File: src/rtl/rpwm_pkg.sv
package rpwm_pkg;

    localparam int CNT_W = 32;
    localparam int PSC_W = 3;

    typedef enum logic [1:0] {
        A_RELOAD = 2'd0,
        A_MATCH  = 2'd1,
        A_COUNT  = 2'd2,
        A_CTRL   = 2'd3
    } reg_addr_e;

    // Control word: bit 0 run, bit 1 invert, bit 2 divider enable, bits 5:3 divider exponent
    typedef struct packed {
        logic [PSC_W-1:0] psc_val;
        logic             psc_en;
        logic             invert;
        logic             run;
    } ctrl_t;

    localparam int CTRL_W = $bits(ctrl_t);

    function automatic ctrl_t decode_ctrl(input logic [CNT_W-1:0] d);
        return ctrl_t'(d[CTRL_W-1:0]);
    endfunction

    function automatic logic [CNT_W-1:0] seed_value();
        return {{(CNT_W-1){1'b1}}, 1'b0};
    endfunction

endpackage

File: src/rtl/rpwm_regs.sv
module rpwm_regs
    import rpwm_pkg::*;
#(
    parameter int W = CNT_W
) (
    input  logic         clk,
    input  logic         rst,
    input  logic         wr_en,
    input  logic [1:0]   wr_addr,
    input  logic [W-1:0] wr_data,
    output logic [W-1:0] reload_q,
    output logic [W-1:0] match_q,
    output ctrl_t        ctrl_q,
    output logic         cnt_wr,
    output logic         restart,
    output logic         stop_now
);

    ctrl_t new_ctrl;
    logic  ctrl_wr;

    always_comb begin
        new_ctrl = decode_ctrl(wr_data);
        ctrl_wr  = wr_en && (wr_addr == A_CTRL);
        stop_now = ctrl_wr && ctrl_q.run && !new_ctrl.run;
        restart  = ctrl_wr && ctrl_q.run && new_ctrl.run &&
                   (new_ctrl.invert != ctrl_q.invert);
        cnt_wr   = wr_en && (wr_addr == A_COUNT) && !ctrl_q.run;
    end

    always_ff @(posedge clk) begin
        if (rst) begin
            reload_q <= '0;
            match_q  <= '0;
            ctrl_q   <= '0;
        end else if (wr_en) begin
            case (wr_addr)
                A_RELOAD: reload_q <= wr_data;
                A_MATCH:  match_q  <= wr_data;
                A_CTRL:   ctrl_q   <= new_ctrl;
                default:  ;
            endcase
        end
    end

    // a stop request leaves the block stopped
    a_r4_stop_clears_run: assert property (@(posedge clk) disable iff (rst)
        stop_now |=> !ctrl_q.run);

    // a polarity restart keeps the timer running
    a_r6_restart_runs: assert property (@(posedge clk) disable iff (rst)
        restart |=> (ctrl_q.run && ($past(ctrl_q.invert) != ctrl_q.invert)));

endmodule

File: src/rtl/rpwm_prescale.sv
module rpwm_prescale
    import rpwm_pkg::*;
#(
    parameter int PW      = PSC_W,
    parameter bit HAS_PSC = 1'b1
) (
    input  logic          clk,
    input  logic          rst,
    input  logic          run,
    input  logic          clr,
    input  logic          en,
    input  logic [PW-1:0] val,
    output logic          tick
);

    localparam int DIV_W = 1 << PW;

    generate
        if (HAS_PSC) begin : g_div
            logic [DIV_W-1:0] div_q;
            logic [DIV_W-1:0] mask;

            always_comb begin
                for (int i = 0; i < DIV_W; i++) begin
                    mask[i] = (i <= int'(val));
                end
                tick = run && (!en || (div_q == mask));
            end

            always_ff @(posedge clk) begin
                if (rst || clr || !en || !run) begin
                    div_q <= '0;
                end else if (tick) begin
                    div_q <= '0;
                end else begin
                    div_q <= div_q + 1'b1;
                end
            end

            // with the divider on, two count enables are never adjacent
            a_r9_no_back_to_back: assert property (@(posedge clk) disable iff (rst)
                (tick && en) |=> !tick);
        end else begin : g_bypass
            assign tick = run;
        end
    endgenerate

endmodule

File: src/rtl/rpwm_core.sv
module rpwm_core
    import rpwm_pkg::*;
#(
    parameter int W = CNT_W
) (
    input  logic         clk,
    input  logic         rst,
    input  logic         tick,
    input  logic         stop_now,
    input  logic         restart,
    input  logic         cnt_wr,
    input  logic [W-1:0] wr_data,
    input  logic [W-1:0] reload_i,
    input  logic [W-1:0] match_i,
    output logic [W-1:0] cnt_q,
    output logic         lvl_q
);

    localparam logic [W-1:0] TOP  = '1;
    localparam logic [W-1:0] SEED = seed_value();

    logic at_top;
    logic at_match;

    assign at_top   = (cnt_q == TOP);
    assign at_match = (cnt_q == match_i);

    always_ff @(posedge clk) begin
        if (rst) begin
            cnt_q <= '0;
            lvl_q <= 1'b0;
        end else if (stop_now) begin
            lvl_q <= 1'b0;
        end else if (restart) begin
            cnt_q <= SEED;
            lvl_q <= 1'b0;
        end else if (cnt_wr) begin
            cnt_q <= wr_data;
        end else if (tick) begin
            if (at_top) begin
                cnt_q <= reload_i;
                lvl_q <= 1'b1;
            end else begin
                cnt_q <= cnt_q + 1'b1;
                if (at_match) lvl_q <= 1'b0;
            end
        end
    end

    // wrap loads the reload value
    a_r2_wrap_reload: assert property (@(posedge clk) disable iff (rst)
        (tick && (cnt_q == TOP) && !stop_now && !restart) |=> (cnt_q == $past(reload_i)));

    // overflow raises the waveform
    a_r3_overflow_active: assert property (@(posedge clk) disable iff (rst)
        (tick && (cnt_q == TOP) && !stop_now && !restart) |=> lvl_q);

    // match lowers the waveform
    a_r3_match_inactive: assert property (@(posedge clk) disable iff (rst)
        (tick && (cnt_q == match_i) && (cnt_q != TOP) && !stop_now && !restart) |=> !lvl_q);

    // stop freezes the counter and drops the waveform
    a_r4_freeze: assert property (@(posedge clk) disable iff (rst)
        stop_now |=> (!lvl_q && $stable(cnt_q)));

    // restart reseeds the counter
    a_r6_reseed: assert property (@(posedge clk) disable iff (rst)
        (restart && !stop_now) |=> (cnt_q == SEED && !lvl_q));

endmodule

File: src/rtl/reload_pwm_timer.sv
module reload_pwm_timer
    import rpwm_pkg::*;
#(
    parameter int W       = CNT_W,
    parameter bit HAS_PSC = 1'b1
) (
    input  logic         clk,
    input  logic         rst,
    input  logic         wr_en,
    input  logic [1:0]   wr_addr,
    input  logic [W-1:0] wr_data,
    input  logic [1:0]   rd_addr,
    output logic [W-1:0] rd_data,
    output logic         pwm_o
);

    logic [W-1:0] reload_q;
    logic [W-1:0] match_q;
    logic [W-1:0] cnt_q;
    ctrl_t        ctrl_q;
    logic         cnt_wr;
    logic         restart;
    logic         stop_now;
    logic         tick;
    logic         lvl_q;

    rpwm_regs #(.W(W)) u_regs (
        .clk      (clk),
        .rst      (rst),
        .wr_en    (wr_en),
        .wr_addr  (wr_addr),
        .wr_data  (wr_data),
        .reload_q (reload_q),
        .match_q  (match_q),
        .ctrl_q   (ctrl_q),
        .cnt_wr   (cnt_wr),
        .restart  (restart),
        .stop_now (stop_now)
    );

    rpwm_prescale #(.PW(PSC_W), .HAS_PSC(HAS_PSC)) u_psc (
        .clk  (clk),
        .rst  (rst),
        .run  (ctrl_q.run),
        .clr  (restart),
        .en   (ctrl_q.psc_en),
        .val  (ctrl_q.psc_val),
        .tick (tick)
    );

    rpwm_core #(.W(W)) u_core (
        .clk      (clk),
        .rst      (rst),
        .tick     (tick),
        .stop_now (stop_now),
        .restart  (restart),
        .cnt_wr   (cnt_wr),
        .wr_data  (wr_data),
        .reload_i (reload_q),
        .match_i  (match_q),
        .cnt_q    (cnt_q),
        .lvl_q    (lvl_q)
    );

    always_comb begin
        case (rd_addr)
            A_RELOAD: rd_data = reload_q;
            A_MATCH:  rd_data = match_q;
            A_COUNT:  rd_data = cnt_q;
            default:  rd_data = {{(W-CTRL_W){1'b0}}, ctrl_q};
        endcase
    end

    assign pwm_o = lvl_q ^ ctrl_q.invert;

    // stopped output follows the invert bit only
    a_r5_stopped_level: assert property (@(posedge clk) disable iff (rst)
        !ctrl_q.run |-> (pwm_o == ctrl_q.invert));

endmodule

File: config.mk
export PLATFORM = sky130hd
export DESIGN_NAME = reload_pwm_timer
export DESIGN_NICKNAME = d
export VERILOG_FILES = /design/src/rtl/rpwm_pkg.sv /design/src/rtl/rpwm_regs.sv /design/src/rtl/rpwm_prescale.sv /design/src/rtl/rpwm_core.sv /design/src/rtl/reload_pwm_timer.sv
export SDC_FILE = /design/constraint.sdc
export NUM_CORES = 1
export LEC_CHECK = 0
export ABC_AREA = 0
export BUFFER_PORTS_ARGS = -buffer_cell sky130_fd_sc_hd__buf_2
export CAP_MARGIN = 20
export CORE_UTILIZATION = 54
export CTS_CLUSTER_DIAMETER = 30
export CTS_CLUSTER_SIZE = 40
export DETAILED_ROUTE_END_ITERATION = 10
export PLACE_DENSITY = 0.88
export SYNTH_ARGS = -nofsm -noshare
export SYNTH_HDL_FRONTEND = slang
export SYNTH_SLANG_ARGS = --single-unit
File: constraint.sdc
create_clock -name clk -period 2.7 [get_ports clk]
set_clock_uncertainty 0.15 [all_clocks]
set_input_delay 0.405 -clock clk [delete_from_list [all_inputs] [get_ports clk]]
set_output_delay 0.405 -clock clk [all_outputs]
set_load 0.005 [all_outputs]
# Word-level counts from Yosys, hierarchy flattened
# Cells that the tools add are included.
# classes
add_sub_neg	2
magnitude_cmp	7
n_eq_ne	9
n_mux	7
bitwise	3
n_reduce_logical	26
# op_table
op	n
two-way mux 32 bit	4
one-hot mux 32 bit (3 select lines)	1
adder 32 x 1 -> 32 bit, second input constant	1
equality test 32 bit	1
equality test 32 bit, second input constant	1
less-or-equal comparator 3 bit, first input constant	4
adder 8 x 1 -> 8 bit, second input constant	1
equality test 8 bit	1
logical AND 1 bit	8
AND reduction 2 bit	4
equality test 2 bit, second input constant	3
less-or-equal comparator 2 x 3 -> 1 bit, first input constant	2
equality test 2 x 1 -> 1 bit, second input constant	2
zero test 2 bit	2
logical OR 1 bit	4
less-or-equal comparator 1 x 3 -> 1 bit, first input constant	1
zero test 1 bit	3
AND reduction 3 bit	1
nonzero test 3 bit	1
OR reduction 3 bit	1
two-way mux 1 bit	2
NOT 1 bit	2
nonzero test 2 bit	1
OR reduction 2 bit	1
2 further kinds	2
# word_totals
regBits	111
input_bits	39
out_inout_bits	33
word_cells	63

# Depth between registers and ports, before layout
# Gate-level depths: netlist of run 1.
# depth
depth_word	9
depth_mapped	8
depth_no_buf	7

# By module
# Synthesis of run 1 repeated with hierarchy kept, for this count alone.
# unflattened
hier_cells	760
area_unflattened_um2	6998.0
# by_module_without_submodules
module	instances	cells_each	area_per_inst_um2	seq_area_each_um2
rpwm_regs	1	271	2911.5	1401.3
rpwm_core	1	353	2813.9	660.6
reload_pwm_timer	1	71	726.9	0.0
rpwm_prescale	1	65	545.5	160.2

# Worst setup path after synthesis of run 1
# No wires, ideal clock.
# synth_path
kind	flip-flop to flip-flop
from	reg u_core.cnt_q[0]
to	reg u_core.cnt_q[0]
setup_ns	0.135
arrival_time_ns	2.400
required_ns	2.415
path_slack_ns	0.015
path_stages_with_launch	9
n_path_buf	1
synth_period_minus_slack_ns	2.685
cell_sequence	dfxtp_1 -> ha_1 -> nand3_2 -> or4_1 -> buf_2 -> or4_1 -> a32o_1 -> a311oi_1 -> a211oi_1
# synth_via
elab_chain_cells	5
word_cells_on_any_way	6
classes_between	1 x add/sub; 1 x eq/ne; 4 x mux
# synth_rtl
element	line_no	source
from (decl)	rpwm_core.sv:15	output logic [W-1:0] cnt_q,
from (signal assigned)	rpwm_core.sv:38	cnt_q <= wr_data;
from (signal assigned)	rpwm_core.sv:41	cnt_q <= reload_i;
from (signal assigned)	rpwm_core.sv:44	cnt_q <= cnt_q + 1'b1;
adder 32 x 1 -> 32 bit or equality test 32 bit (tied branches)	rpwm_core.sv:44, rpwm_core.sv:25	
two-way mux 32 bit (*)	rpwm_core.sv:40	if (at_top) begin
two-way mux 32 bit (*)	rpwm_core.sv:39	end else if (tick) begin
two-way mux 32 bit (*)	rpwm_core.sv:37	end else if (cnt_wr) begin
two-way mux 32 bit (*)	rpwm_core.sv:34	end else if (restart) begin
# Every way passes the cells marked *; elsewhere a longest branch is shown, timed or not. The select of a mux whose other input is x is not followed.
# A chain may end at the register's enable or synchronous reset.

# Worst setup path after layout of run 1
# layout_path
from	reg u_core.cnt_q[10]
to	reg u_core.cnt_q[25]
# Same word-level chain as after synthesis.

==> flow_summary.yaml, run 1 <==
power:
  leakagePower_nw: 3.06
  ir_worst_vdd_mv: 0.314
  powerDensity_nw_per_um2: 529
  power.total_mw: 4.07
min_path:
  hold_class: "in -> reg"
  hp-start: "wr_data[13]"
floorplanning:
  die_width_um: 113
  core_um2: 12000
  rows: 40
  start_util_pct: 55.4
  ios: 72
  die_h_um: 113
  dieArea_um2: 12700
drt:
  vias: 6845
  drt_wl_total_um: 20300
  first_iter_violations: 824
  drtPass1Iterations: 5
  drc: 0
  top_layer: "met4"
  met2WireLength_um: 9280
  ant_nets: 0
  wire_per_inst_um: 18.9
  met1Wirelength_um: 8160
  wl_met3_um: 1890
  via_per_inst: 6.39
global_routing:
  grt_pass1_vias: 6542
  overflow: 0
  grt_usage_pct: 32.6
  grt_max_degree: 57
  antenna_found_initial: 0
  grt_pass1_wl_um: 32700
critical_path:
  crit_path_top_delay_cell: "or4_4"
  worstPathRequired_ns: 2.82
  crit_chain: "nand4_4, or4_4, buf_4, nor4_1, xnor2_1, a211o_1, a221oi_2"
  critPathKind: "reg -> reg"
  critPathBufInv: 1
  crit_path_max_incr_delay_ns: 0.57
  crit_arrival_ns: 2.68
  critPathLaunch: "u_core.cnt_q[10]"
  cp-end-kind: "flop"
  r2r-start: "u_core.cnt_q[10]"
  startpoint_type: "flop"
  path_delay_family: "simple AND/OR/NAND/NOR gates"
  cp_max_fo: 10
run:
  max-cap-violations: 0
clocking:
  cts_buffers: 9
  clk_path_buf_depth: 2
  cts_root_buf: "clkbuf_16"
  holdBufCountCts: 0
  cts_tree: "yes"
  clkTransAtPathRegs_ns: 0.08
  htreeDepth: 3
  cts_sinks: 111
  clkLatencyLatePin_ns: 0.36
yosys:
  netlist_area_um2: 6620
  synth_cell_types: 69
  synth_warnings: 0
  synth-seq-area-share_pct: 33.5
  synthArstFlopShare_pct: 0
  synth_edf_count: 0
  postSynthCellCount: 849
  avgSynthCellArea_um2: 7.80
  synth_ff_type: "dfxtp_1"
  synthesis.nets: 890
  synth-seq-cells: 111
timing:
  relSlewSlack_pct: 44.8
  drv_slew: 0
  period_share_pct: 94.5
  timing.setup.tns_ns: 0
  grt_setup_unrepaired: "no"
  min_period_ns: 2.55
  tightest_slew_ns: 0.827
  hold_viol_final: 0
  setup_viol_count_final: 0
  fmax_mhz: 392
finish:
  layout.nets: 960
  area_growth_pct: 16.3
  num_antenna_cells: 0
  layout-drive-gt1-share_pct: 18.9
run_status:
  outcome: "complete, no violations"
placement:
  gp_congestion: 0.954
  place.port_buffers: 71
  hpwl_um: 13900
[registers in the layout, summed over array words and instances, names as in the netlist]
signal,cells
u_regs.reload_q,32
u_core.lvl_q,1
u_core.cnt_q,32
u_regs.ctrl_q,6
u_psc.g_div.div_q,8
u_regs.match_q,32
[report_power, final]
group	leakage (nW)	internal, mW	switching [mW]
combinational	1.98	0.256	0.368
sequential	0.903	1.71	0.0801
clock	0.180	1.03	0.632
total	3.06	2.99	1.08
[layer usage]
| layer | GRT usage (%) | up-vias |
|---|---|---|
| li1 | - | 3136 |
| met1 | 41.8 | 3234 |
| met2 | 51.4 | 396 |
| met3 | 5.36 | 79 |
| met4 | 20.3 | 0 |
| met5 | 0 | - |
[tightest hold or removal path, stage by stage]
cell and delay, ns:
buf_2 0.11, nand2_1 0.05, a21oi_1 0.05
[metrics by stage]
stage | setup slack [ns] | utilization, % | cell area (um2) | hold slack, ns | cells
after floorplan | 0.0146 | - | 6620 | 0.291 | 849
after global placement | 0.211 | 61.1 | 7310 | 0.310 | 1053
after detailed placement | 0.181 | 61.1 | 7310 | 0.316 | 1053
after CTS | 0.153 | 64.2 | 7680 | 0.143 | 1069
after global routing | 0.0338 | 64.4 | 7700 | 0.161 | 1071
final | 0.148 | 64.4 | 7700 | 0.151 | 1071
[synth_stat cells, drive strengths merged, types with 3 or more instances]
| master | number | share of area, % |
|---|---|---|
| nand2 | 185 | 10 |
| dfxtp | 111 | 34 |
| a21oi | 87 | 6.6 |
| clkbuf | 50 | 2.9 |
| inv | 39 | 2.2 |
| xor2 | 37 | 4.9 |
| nor2 | 34 | 2.0 |
| o21ai | 33 | 2.5 |
| mux2i | 31 | 4.7 |
| a221oi | 29 | 4.3 |
| xnor2 | 26 | 3.4 |
| nor3 | 20 | 1.8 |
| nand3 | 18 | 1.7 |
| nor4 | 18 | 2.1 |
| buf | 15 | 1.3 |
| nand4 | 14 | 1.8 |
| a211oi | 13 | 1.5 |
| a211o | 10 | 1.3 |
| and3 | 7 | 0.66 |
| mux4 | 6 | 2.0 |
| mux2 | 4 | 0.68 |
| o2111ai | 4 | 0.53 |
| o211ai | 4 | 0.45 |
| o31ai | 4 | 0.45 |
| or4 | 4 | 0.51 |
| a2111oi | 3 | 0.40 |
| a311oi | 3 | 0.40 |
| a31o | 3 | 0.40 |
[logic make-up after synthesis]
kind of cell / after synthesis / synth area share, %
multiplexers: 41 / 7.40
AO/OA/AOI/OAI: 212 / 21.1
XOR/XNOR: 63 / 8.33
AND/OR/NAND/NOR: 315 / 22.7
adder cells (fa/ha/maj): 3 / 0.529
flip-flops: 111 / 33.5
buffers and inverters: 104 / 6.38
[placed cells by master (no fill, tap or decap), types with 10 or more instances in the layout]
| cell | Yosys | routed |
|---|---|---|
| xor2_1 | 37 | 37 |
| a221oi_1 | 24 | 24 |
| mux2i_1 | 31 | 31 |
| dfxtp_1 | 111 | 111 |
| buf_2 | 10 | 70 |
| nand3_1 | 15 | 15 |
| nor4_1 | 15 | 15 |
| buf_4 | 3 | 52 |
| inv_1 | 39 | 39 |
| a21oi_1 | 87 | 87 |
| o21ai_0 | 33 | 33 |
| xnor2_1 | 26 | 26 |
| a211oi_1 | 13 | 13 |
| a211o_1 | 10 | 10 |
| nand4_1 | 12 | 12 |
| nand2_1 | 185 | 185 |
| nor3_1 | 18 | 18 |
| nor2_1 | 33 | 32 |
[cell type report]
cell class                      count  area [um2]
Timing Repair Buffer              124         781
Inverter                           39         146
Clock inverter                      5         129
Multi-Input combinational cell    634        4000
Sequential cell                   111        2220
Fill cell                         946        4260
Tap cell                          147         184
Clock buffer                       11         243
[path summary, 6_finish.rpt]
| path | cells after the start | to | slack (ns) |
|---|---|---|---|
| max | 7 | u_core.cnt_q[25] | 0.15 |
| min | 3 | u_regs.reload_q[13] | 0.15 |
| max reg2reg | 7 | u_core.cnt_q[25] | 0.15 |
| min reg2reg | 2 | u_regs.reload_q[19] | 0.33 |
[what timing repair did]
item | CTS | global route
resized for setup | 0 | 1
setup buffers | 0 | 2
setup endpoints to repair | 0 | 1
Power figures use the tool's default switching activity.
==> run 2, diff against run 1 <==
Settings changed: GPL_TIMING_DRIVEN set to 0, RECOVER_POWER set to 25.
==> run 2 against run 1 <==
  * First-iteration DRC count is 35% higher
  * Non-clock buffer count up 16
  * Routed wire length increased by 11%
  * Via count is 4.0% higher
  * Sequential power hardly changed
  * Combinational power up 3.7%
  * Worst hold slack worse by 0.0056 ns
  * Critical path type unchanged
  * Largest power group unchanged
==> flow_summary.yaml, run 2 (synthesis gave the netlist of run 1 again) <==
critical_path:
  critPathLaunch: "u_core.cnt_q[8]"
  startpoint_type: "flop"
  timing.rr.end: "u_core.cnt_q[0]"
  reg2reg_slack_ns: 0.005
  crit_path_max_incr_delay_ns: 0.63
  cp-endpoint: "u_core.cnt_q[0]"
  critPathKind: "reg -> reg"
  worstPathRequired_ns: 2.78
  crit_path_top_delay_cell: "or4_4"
  crit_arrival_ns: 2.77
  cp-end-kind: "flop"
  cp_max_fo: 8
  crit_chain: "buf_4, nand4_4, or4_4, or4_1, a32o_1, a311oi_2, a211oi_1"
  r2r-start: "u_core.cnt_q[8]"
  r2r_cells: 7
drt:
  wire_per_inst_um: 20.7
  first_iter_violations: 1111
  via_per_inst: 6.55
  drtPass1Iterations: 7
  vias: 7120
  ant_nets: 0
  drc: 0
  drt_wl_total_um: 22500
placement:
  place.port_buffers: 67
  gp_congestion: 0.992
  dp.cells: 1063
  hpwl_um: 15600
min_path:
  hold_path_depth: 3
  hold_class: "in -> reg"
global_routing:
  antenna_found_initial: 0
  grt_max_degree: 17
  grt_pass1_vias: 6709
  grt_pass1_wl_um: 35100
  grt_usage_pct: 35.8
  overflow: 0
timing:
  fmax_mhz: 371
  hold_viol_final: 0
  period_share_pct: 99.8
  timing.setup.tns_ns: 0
  grt_setup_unrepaired: "yes"
  relSlewSlack_pct: 43.0
  setup_viol_count_final: 0
  min_period_ns: 2.70
  drv_slew: 0
  tightest_slew_ns: 0.852
clocking:
  clkLatencyLatePin_ns: 0.37
  cts_sinks: 111
  cts_root_buf: "clkbuf_16"
  htreeDepth: 3
  clkTransAtPathRegs_ns: 0.08
  cts_buffers: 9
  clk_path_buf_depth: 2
  cts_tree: "yes"
floorplanning:
  core_um2: 12000
  dieArea_um2: 12700
  die_width_um: 113
  start_util_pct: 55.4
  ios: 72
  die_h_um: 113
  rows: 40
finish:
  top_regs: "u_core.cnt_q: 32 flops, u_regs.match_q: 32 flops, u_regs.reload_q: 32 flops"
  layout.nets: 976
  mostFrequentLayoutCells: "nand2_1, dfxtp_1, a21oi_1"
  final_common_cell: "nand2_1"
  finalNonFillerCells: 1087
  layout-drive-gt1-share_pct: 17.2
  area_growth_pct: 14.9
  num_antenna_cells: 0
  fin_util_pct: 63.6
run:
  max-cap-violations: 0
power:
  ir_worst_vdd_mv: 0.359
  powerDensity_nw_per_um2: 492
  leakagePower_nw: 2.96
run_status:
  outcome: "complete, no violations"
==> run 2: cell types whose count changed in the layout (fill, tap and decap cells not counted), moves of 5 or more <==
cell	change
buf_4	-40
clkbuf_1	+38
clkbuf_2	+9
clkbuf_4	+6
dfxtp_1	-5
==> run 2: worst min path at each step <==
stage,from,endpoint
after global placement,u_regs.reload_q[0],u_regs.reload_q[0]
after floorplan,u_core.lvl_q,u_core.lvl_q
after CTS,wr_data[20],u_regs.reload_q[20]
after detailed placement,u_regs.reload_q[12],u_regs.reload_q[12]
final,wr_data[16],u_regs.reload_q[16]
after global routing,wr_data[13],u_regs.reload_q[13]
==> run 2: metal layers <==
layer  GRT usage [%]  up-vias  wire (um)
met4            26.4        0       1470
met3            7.93      130       2720
met1            45.4     3252       8750
met2            53.7      566       9610
met5               0        -          0
li1                -     3172          -
==> run 2: cell type report <==
| cell class | instances | area (um2) |
|---|---|---|
| clock inverters | 4 | 20.0 |
| fillers | 1018 | 4350 |
| inverters | 39 | 146 |
| flip-flops and latches | 111 | 2230 |
| plain buffers | 65 | 310 |
| clock buffers | 12 | 256 |
| multi-input cells | 634 | 4070 |
| well taps | 147 | 184 |
| repair buffers | 75 | 394 |
==> run 2: stage by stage <==
| step | setup WS (ns) | area, um2 | hold slack [ns] | total power [mW] |
|---|---|---|---|---|
| 3_5_place_dp | -0.756 | 7140 | 0.318 | 2.42 |
| 2_1_floorplan | 0.0146 | 6620 | 0.291 | 2.20 |
| 4_1_cts | 0.00612 | 7540 | 0.147 | 3.69 |
| 5_1_grt | -0.0656 | 7610 | 0.154 | 3.84 |
| 3_3_place_gp | -0.743 | 7140 | 0.307 | 2.40 |
| 6_report | 0.00469 | 7610 | 0.145 | 3.75 |
==> run 2: repair_timing <==
| item | CTS | global route |
|---|---|---|
| buffers inserted | 4 | 4 |
| pin swaps | 1 | 1 |
| resized for setup | 29 | 22 |
| hold buffers | 0 | 0 |
| setup endpoints to repair | 55 | 38 |
==> run 2: report_power, final <==
group / internal (mW) / total (mW) / switching (mW)
combinational: 0.246 / 0.648 / 0.402
sequential: 1.71 / 1.79 / 0.0806
clock: 0.672 / 1.31 / 0.639
total: 2.62 / 3.75 / 1.12
==> run 2: worst max-delay path: cells and delay by family (launching register included) <==
family          cells  cell delay [ns]
flops               1             0.33
buf+inv             1             0.16
compound gates      3             0.57
simple gates        3             1.35
